## config.mk

```make
export PLATFORM = sky130hd
export DESIGN_NAME = adc_stage_seq
export DESIGN_NICKNAME = d
export VERILOG_FILES = /design/src/rtl/adc_stage_seq.sv
export SDC_FILE = /design/constraint.sdc
export NUM_CORES = 1
export LEC_CHECK = 0
export BUFFER_PORTS_ARGS = -buffer_cell sky130_fd_sc_hd__buf_2
export CORE_ASPECT_RATIO = 2
export CORE_MARGIN = 2
export CORE_UTILIZATION = 40
export CTS_BUF_LIST = sky130_fd_sc_hd__clkbuf_2
export DETAILED_ROUTE_END_ITERATION = 12
export GPL_ROUTABILITY_DRIVEN = 0
export GPL_TIMING_DRIVEN = 0
export PLACE_DENSITY = 0.71
export SETUP_SLACK_MARGIN = 0.05
export SYNTH_ARGS = -nofsm -noshare
export SYNTH_HDL_FRONTEND = slang
export SYNTH_SLANG_ARGS = --single-unit
```

## constraint.sdc

```tcl
create_clock -name clk -period 4.6 [get_ports clk]
set_input_delay 0.23 -clock clk [delete_from_list [all_inputs] [get_ports clk]]
set_output_delay 0.23 -clock clk [all_outputs]
set_load 0.03 [all_outputs]
```

## src/rtl/adc_stage_seq.sv

```systemverilog
module adc_stage_seq #(
  parameter int W  = 8,
  parameter int AW = 12,
  parameter int CW = 8
) (
  input  logic                 clk,
  input  logic                 rst_n,
  input  logic                 start,
  input  logic                 two_pass,
  input  logic                 repeat_en,
  input  logic [CW-1:0]        pre_len,
  input  logic [CW-1:0]        acq_len,
  input  logic [W-1:0]         res,
  input  logic                 res_vld,
  input  logic signed [W:0]    ceil_th,
  input  logic signed [W:0]    floor_th,
  input  logic                 upd_clr,
  output logic [2:0]           stage,
  output logic signed [W:0]    diff,
  output logic signed [AW-1:0] acc,
  output logic                 ovf,
  output logic                 above,
  output logic                 below,
  output logic                 upd_flag
);
  localparam int EW = W + 1;

  typedef enum logic [2:0] {
    S_IDLE = 3'b000, S_PRE1 = 3'b001, S_ACQ1 = 3'b010, S_CNV1 = 3'b011,
    S_PARK = 3'b100, S_PRE2 = 3'b101, S_ACQ2 = 3'b110, S_CNV2 = 3'b111
  } st_t;

  st_t st, nxt;
  logic [CW-1:0] cnt;
  logic [W-1:0]  first;
  logic          upd, wrap;
  logic signed [EW-1:0] d;
  logic signed [AW-1:0] ext, sum;

  assign stage = st;
  assign upd   = res_vld && ((st == S_CNV1 && !two_pass) || st == S_CNV2);
  assign d     = (st == S_CNV2) ? $signed({1'b0, res}) - $signed({1'b0, first})
                                : $signed({1'b0, res});
  assign ext   = {{(AW-EW){d[EW-1]}}, d};
  assign sum   = acc + ext;
  assign wrap  = (acc[AW-1] == ext[AW-1]) && (sum[AW-1] != acc[AW-1]);

  always_comb begin
    nxt = st;
    case (st)
      S_IDLE: if (start) nxt = S_PRE1;
      S_PRE1: if (cnt >= pre_len) nxt = S_ACQ1;
      S_ACQ1: if (cnt >= acq_len) nxt = S_CNV1;
      S_CNV1: if (res_vld) begin
        if (two_pass) nxt = repeat_en ? S_PRE2 : S_PARK;
        else          nxt = repeat_en ? S_PRE1 : S_IDLE;
      end
      S_PARK: if (start) nxt = S_PRE2;
      S_PRE2: if (cnt >= pre_len) nxt = S_ACQ2;
      S_ACQ2: if (cnt >= acq_len) nxt = S_CNV2;
      S_CNV2: if (res_vld) nxt = repeat_en ? S_PRE1 : S_IDLE;
      default: nxt = S_IDLE;
    endcase
  end

  always_ff @(posedge clk or negedge rst_n) begin
    if (!rst_n) begin
      st    <= S_IDLE;
      cnt   <= '0;
      first <= '0;
    end else begin
      st  <= nxt;
      cnt <= (nxt != st) ? CW'(1) : cnt + 1'b1;
      if (st == S_CNV1 && res_vld) first <= res;
    end
  end

  always_ff @(posedge clk or negedge rst_n) begin
    if (!rst_n) begin
      diff     <= '0;
      acc      <= '0;
      ovf      <= 1'b0;
      above    <= 1'b0;
      below    <= 1'b0;
      upd_flag <= 1'b0;
    end else begin
      if (upd) begin
        diff     <= d;
        acc      <= sum;
        ovf      <= wrap;
        above    <= d > ceil_th;
        below    <= d < floor_th;
        upd_flag <= 1'b1;
      end else if (upd_clr && st != S_PARK) begin
        upd_flag <= 1'b0;
      end
    end
  end

  p_conv_hold_r2: assert property (@(posedge clk) disable iff (!rst_n)
    (st inside {S_CNV1, S_CNV2}) && !res_vld |=> $stable(stage));

  p_park_entry_r3: assert property (@(posedge clk) disable iff (!rst_n)
    st == S_CNV1 && res_vld && !(two_pass && !repeat_en) |=> stage != 3'b100);

  p_no_park_repeat_r4: assert property (@(posedge clk) disable iff (!rst_n)
    st == S_CNV1 && repeat_en |=> stage != 3'b100);

  p_flags_quiet_r7: assert property (@(posedge clk) disable iff (!rst_n)
    !upd |=> $stable(above) && $stable(below) && $stable(ovf) && $stable(acc));

  p_upd_sets_r9: assert property (@(posedge clk) disable iff (!rst_n)
    upd |=> upd_flag);

  p_park_keeps_flag_r10: assert property (@(posedge clk) disable iff (!rst_n)
    st == S_PARK && upd_flag |=> upd_flag);

  p_idle_exit_r11: assert property (@(posedge clk) disable iff (!rst_n)
    st == S_IDLE |=> stage == 3'b000 || stage == 3'b001);
endmodule

```

==> flow_metrics.py, run 1 <==
metrics = {
    "timing": {
        "worstMarginPinSlew_ps": 1020,
        "timing.final.hold_violations": 0,
        "finalSetupViolCount": 0,
        "finalCriticalPeriod_ps": 4040,
        "rsz0062_at_grt": "false",
        "max-slew-margin-rel_pct": 32.0,
        "final-max-slew-violation-count": 0,
        "period_share_pct": 87.8,
        "timing.setup.tns_ps": 0,
        "skew_ps": 30.8,
        "max_freq_ghz": 0.247,
    },
    "critical_path": {
        "register_to_register_setup_slack_ps": 560,
        "cp.arrival_ps": 4390,
        "worst-r2r-cell-count": 16,
        "timing.critical_path.from_type": "register",
        "critical_path_class": "register to register",
        "worstPathRequired_ps": 4950,
        "worstSetupEndpointType": "register",
        "worstReg2RegStart": "first[0]",
        "r2r_end": "acc[8]",
        "critical_path_peak_fanout": 5,
    },
    "synthesis": {
        "synth_cell_types": 46,
        "yosys_warnings": 0,
        "postSynth.asyncResetShare_pct": 100,
        "synth-edff-count": 0,
        "postSynth.topFlopCell": "dfrtp_1",
        "syn-num-nets": 495,
        "yosys_register_bits": 44,
        "synth_seq_area_share_pct": 31.9,
        "syn-cell-area_um2": 3450,
        "syn-instance-count": 390,
        "post_synth.cell_area_avg_um2": 8.84,
    },
    "clock_tree": {
        "cts_sinks": 44,
        "clock_latency_at_the_later_pin_of_the_worst_skew_pair_ps": 470,
        "clock_tree.htree_level_count": 2,
        "post_cts_setup_buffer_count": 0,
        "cts_tree": "done",
        "clock_tree.root_cell": "clkbuf_2",
        "cts_bufs_inserted": 5,
        "clock_path_buffers": 2,
        "path_clk_slew_ps": 280,
    },
    "global_routing": {
        "grt_pass1_wl_um": 13900,
        "grt_util_all_layers_pct": 18.8,
        "number_of_antenna_violations_at_the_first_check_in_global_routing": 1,
        "globalRouteOverflowTotal": 0,
        "maximum_number_of_pins_on_one_net_before_global_route_repair": 45,
        "first_global_vias": 3075,
    },
    "route": {
        "drt-total-wl_um": 8530,
        "dr.pass1.iters": 4,
        "detail_route.iter0.violations": 78,
        "route.vias.total": 3018,
        "vias_per_cell": 5.18,
        "drc_errors": 0,
        "routed_wire_length_per_instance_um": 14.6,
        "detail-route-antenna-nets": 0,
    },
    "power_and_ir_drop": {
        "cellLeakagePower_nw": 2.23,
        "power.density_nw_per_um2": 539,
        "ir_worst_vdd_mv": 0.358,
        "design_power_total_mw": 2.20,
    },
    "hold_path": {
        "hold-path-endpoint": "first[1]",
        "hold_path.class": "input port to register",
        "worst_hold_path.num_cells": 2,
        "worst_hold_startpoint": "res[1]",
    },
    "floorplan": {
        "placeableCoreArea_um2": 8530,
        "start_util_pct": 40.4,
        "rows": 48,
        "die-width_um": 69.6,
        "die_area_um2": 9420,
        "die-height_um": 135,
        "io_pins": 77,
    },
    "status": {
        "status": "complete, no violations",
    },
    "finish": {
        "finalNonFillerCells": 583,
        "design.final.nets": 586,
        "filler_cell_count": 876,
        "flow.area_growth_from_synthesis_pct": 18.5,
        "fin_util_pct": 47.9,
        "post_route_cells_drive_above_1_share_pct": 22.0,
    },
    "placed_design": {
        "dp.final_hpwl_um": 6820,
        "port_buffers": 76,
        "placed_cells_incl_taps": 566,
    },
    "job": {
        "timing.max_cap.violations": 0,
    },
}
how the worst max path moves through the flow:
| stage | slack [ps] | from | to |
|---|---|---|---|
| 2_1_floorplan | 1390 | first[0] | acc[11] |
| 3_3_place_gp | 610 | res[0] | acc[10] |
| 3_5_place_dp | 520 | res[0] | acc[10] |
| 4_1_cts | 570 | first[0] | acc[8] |
| 5_1_grt | 240 | first[0] | acc[10] |
| 6_report | 560 | first[0] | acc[8] |
cells in the mapped netlist (all sizes together), types with 4 or more instances:
cell / n / area (µm²)
a211oi: 4 / 42.5
a21o: 8 / 60.1
a21oi: 19 / 98.9
a31oi: 4 / 25.0
clkbuf: 5 / 18.8
dfrtp: 44 / 1100
ha: 54 / 676
inv: 52 / 195
mux2: 13 / 146
nand2: 52 / 195
nand2b: 9 / 56.3
nand3: 11 / 67.6
nand4: 4 / 25.0
nor2: 17 / 63.8
nor3: 4 / 20.0
o21a: 5 / 37.5
o21ai: 33 / 165
o31ai: 4 / 35.0
xnor2: 7 / 61.3
xor2: 12 / 105
cell usage in the layout, fill, tap and decap left out, types with 5 or more instances in the layout:
cell           count
nand2_1           52
inv_1             52
mux2_2            13
dfrtp_1           44
a21o_1             8
a21oi_1           18
buf_2             78
clkbuf_1           5
ha_1              54
clkbuf_2           5
dlygate4sd3_1      8
nor2_1            17
nand2b_1           9
xor2_1            12
o21a_1             5
xnor2_1            7
nand3_1           10
o21ai_0           30
registers in the layout, indices dropped and copies added (netlist names):
| name | flops |
|---|---|
| above | 1 |
| acc | 12 |
| below | 1 |
| cnt | 8 |
| diff | 9 |
| first | 8 |
| ovf | 1 |
| stage | 3 |
| upd_flag | 1 |
timing repair:
item,in CTS,in global routing
hold buffers,8,0
resized for setup,0,0
hold endpoints to repair,51,0
worst max-delay path: stages, from the launching register on:
cell and delay (ps):
dfrtp_1 440, ha_1 170, inv_1 50, fa_1 410, a21oi_2 200, inv_1 60
a21oi_1 170, xor2_1 80, o21ai_0 690, ha_1 420, nand2_1 80, o21ai_0 150
o31ai_1 440, nand2b_1 120, a21oi_1 190, xor2_1 190, o21ai_0 90
area by class of cell:
type / instances / area, µm² / area share, %
well taps: 100 / 125 / 3.06
plain buffers: 7 / 28.8 / 0.705
clock buffers: 5 / 25.0 / 0.613
diodes: 1 / 2.50 / 0.0613
flip-flops and latches: 44 / 1100 / 27.0
clock inverters: 3 / 23.8 / 0.582
repair buffers: 84 / 460 / 11.3
multi-input cells: 287 / 2120 / 52.0
inverters: 52 / 195 / 4.78
per-layer routing:
metal  wire length (µm)  vias up  global-route usage [%]
li1                   -     1520                       -
met4                320        0                    9.62
met5                  0        -                       0
met1               3090     1416                    18.7
met3                292       21                    3.20
met2               4820       61                    36.4
logic make-up (layout without fill, tap and decap cells):
logic type,Yosys count,in the layout,synth area share (%)
mux,14,14,4.54
other cells,0,1,0
xor+xnor,19,19,4.83
simple gates,107,107,14.3
fa+ha+maj,56,56,20.8
buf+inv,59,151,6.50
flops,44,44,31.9
compound gates,91,91,17.2
stage by stage:
stage / hold slack (ps) / instance area [µm²] / setup WS (ps)
floorplan: -65.6 / 3450 / 1390
global placement: 455 / 3950 / 615
detailed placement: 457 / 3950 / 523
CTS: 15.8 / 4080 / 572
global route: 3.36 / 4080 / 239
finish: 39.4 / 4080 / 560
power by group:
part	switching, mW	total, mW	internal, mW
Clock	0.146	0.184	0.0378
Sequential	0.144	0.687	0.543
Combinational	0.804	1.33	0.527
Power figures use the tool's default switching activity.
==> run 2, diff against run 1 <==
--- a/config.mk
+++ b/config.mk
@@ -7,12 +7,10 @@
 export LEC_CHECK = 0
 export BUFFER_PORTS_ARGS = -buffer_cell sky130_fd_sc_hd__buf_2
 export CORE_ASPECT_RATIO = 2
-export CORE_MARGIN = 2
 export CORE_UTILIZATION = 40
 export CTS_BUF_LIST = sky130_fd_sc_hd__clkbuf_2
 export DETAILED_ROUTE_END_ITERATION = 12
 export GPL_ROUTABILITY_DRIVEN = 0
-export GPL_TIMING_DRIVEN = 0
 export PLACE_DENSITY = 0.71
 export SETUP_SLACK_MARGIN = 0.05
 export SYNTH_ARGS = -nofsm -noshare
==> run 2 against run 1 <==
Combinational power barely moved. Wire length barely moved. Clock skew fell by 14 ps. Fmax rose by 7.0%. Non-clock buffer count fell by 5. Core utilization rose by 1.3 points. Clock power rose by 25%. Sequential power rose by 1%. Register-to-register slack improved by 260 ps.
==> flow_metrics.py, run 2 (synthesis gave the netlist of run 1 again) <==
metrics = {
    "status": {
        "status": "complete, no violations",
    },
    "timing": {
        "max-slew-margin-rel_pct": 30.1,
        "postLayoutSetupSlackWorst_ps": 822,
        "period_share_pct": 82.1,
        "rsz0062_at_grt": "false",
        "finalCriticalPeriod_ps": 3780,
        "worstMarginPinSlew_ps": 1050,
        "timing.final.hold_violations": 0,
        "final-max-slew-violation-count": 0,
        "max_freq_ghz": 0.265,
        "finalSetupViolCount": 0,
        "timing.setup.tns_ps": 0,
        "skew_ps": 17.3,
    },
    "hold_path": {
        "worst_hold_path.num_cells": 2,
        "hold_path.class": "input port to register",
    },
    "finish": {
        "largest_register_ffs": 12,
        "fin_util_pct": 49.2,
        "post_route_cells_drive_above_1_share_pct": 22.9,
        "regMostFlops": "acc",
        "design.final.nets": 581,
        "most_common_cell_after_layout_fill_and_taps_aside": "buf_2",
        "stdcell_area_um2": 4080,
        "flow.area_growth_from_synthesis_pct": 18.3,
        "commonest_non_fill_non_tap_cells_in_the_layout": "buf_2, ha_1, inv_1, nand2_1, dfrtp_1",
        "largestRegisters": "acc x12, diff x9",
    },
    "route": {
        "drc_errors": 0,
        "detail-route-antenna-nets": 0,
        "route.vias.total": 3039,
        "drt-total-wl_um": 8530,
        "detail_route.iter0.violations": 79,
        "dr.pass1.iters": 4,
        "routed_wire_length_per_instance_um": 14.8,
        "vias_per_cell": 5.28,
    },
    "floorplan": {
        "io_pins": 77,
        "die-width_um": 67.6,
        "start_util_pct": 41.6,
        "rows": 47,
        "die-height_um": 133,
        "placeableCoreArea_um2": 8290,
        "die_area_um2": 9020,
    },
    "clock_tree": {
        "path_clk_slew_ps": 250,
        "clock_tree.root_cell": "clkbuf_2",
        "clock_latency_at_the_later_pin_of_the_worst_skew_pair_ps": 450,
        "clock_tree.htree_level_count": 2,
        "cts_bufs_inserted": 5,
        "cts_tree": "done",
        "cts_sinks": 44,
        "clock_path_buffers": 2,
    },
    "placed_design": {
        "port_buffers": 76,
        "dp.final_hpwl_um": 6870,
        "placed_area_um2": 3960,
        "dpl_worst_slack_ps": 817,
    },
    "critical_path": {
        "critical_path_peak_fanout": 5,
        "worstSetupEndpointType": "register",
        "cp.arrival_ps": 4090,
        "worst-r2r-cell-count": 16,
        "worstPathRequired_ps": 4920,
        "critical_path_class": "register to register",
        "timing.critical_path.from_type": "register",
        "register_to_register_setup_slack_ps": 820,
    },
    "global_routing": {
        "grt_util_all_layers_pct": 21.1,
        "number_of_antenna_violations_at_the_first_check_in_global_routing": 1,
        "maximum_number_of_pins_on_one_net_before_global_route_repair": 45,
        "grt_pass1_wl_um": 14300,
        "first_global_vias": 3293,
        "globalRouteOverflowTotal": 0,
    },
    "power_and_ir_drop": {
        "power.density_nw_per_um2": 552,
        "ir_worst_vdd_mv": 0.262,
        "cellLeakagePower_nw": 2.23,
    },
    "job": {
        "timing.max_cap.violations": 0,
    },
}
[run 2: cell types whose count changed in the layout (fill, tap and decap cells not counted)]
| cell | change |
|---|---|
| clkinv_2 | +1 |
| bufinv_16 | +1 |
| clkinvlp_4 | -1 |
| dlygate4sd3_1 | -3 |
| clkbuf_1 | -5 |
| buf_2 | -2 |
| buf_4 | +5 |
| clkinv_4 | -1 |
[run 2: through the flow]
step	std cells	power (mW)	hold slack (ps)
3_3_place_gp	562	1.99	451
2_1_floorplan	390	1.66	-65.6
5_1_grt	576	2.46	1.40
4_1_cts	573	2.27	2.84
6_report	576	2.25	35.7
3_5_place_dp	562	2.03	457
[run 2: layout make-up]
| class | instances | area, µm² |
|---|---|---|
| clock inverter | 3 | 42.5 |
| multi-input combinational | 287 | 2120 |
| inverter | 52 | 195 |
| antenna | 1 | 2.50 |
| fill | 813 | 4210 |
| timing repair buffer | 86 | 468 |
| clock buffer | 5 | 25.0 |
| sequential | 44 | 1100 |
| tap | 98 | 123 |
[run 2: where the power goes]
part	internal (mW)	switching (mW)	total, mW
logic	0.528	0.797	1.33
clock network	0.0905	0.139	0.230
registers	0.543	0.153	0.696
[run 2: worst paths after layout]
check	startpoint	to
setup / recovery	first[0]	acc[10]
hold / removal	res[4]	first[4]
setup reg to reg	first[0]	acc[10]
hold reg to reg	upd_flag	upd_flag
max in group asynchronous	rst_n	diff[8]
min in group asynchronous	rst_n	stage[0]
[run 2: worst max-delay path, stage by stage, from the launching register on]
cell	delay, ps
dfrtp_1	440
ha_1	160
inv_1	40
fa_1	410
a21oi_2	200
inv_1	50
a21oi_1	160
xor2_1	70
o21ai_0	560
ha_1	410
nand2_1	80
o21ai_0	130
o31ai_1	370
a21oi_1	110
a21oi_1	210
xor2_1	150
o21ai_0	80
[run 2: per-layer routing]
metal  routed length [µm]  vias to the layer above  track usage (%)
met5                    0                        -                0
met4                  415                        0             15.2
met2                 4760                       75             37.8
li1                     -                     1514                -
met3                  308                       30             3.51
met1                 3040                     1420             20.4
[run 2: repair_timing]
| action | 4_1_cts | 5_1_grt |
|---|---|---|
| hold buffers | 3 | 2 |
| buffers inserted | 0 | 0 |
| gates resized for setup | 0 | 0 |
| endpoints found under the hold margin | 46 | 2 |
| setup endpoints to repair | 0 | 0 |
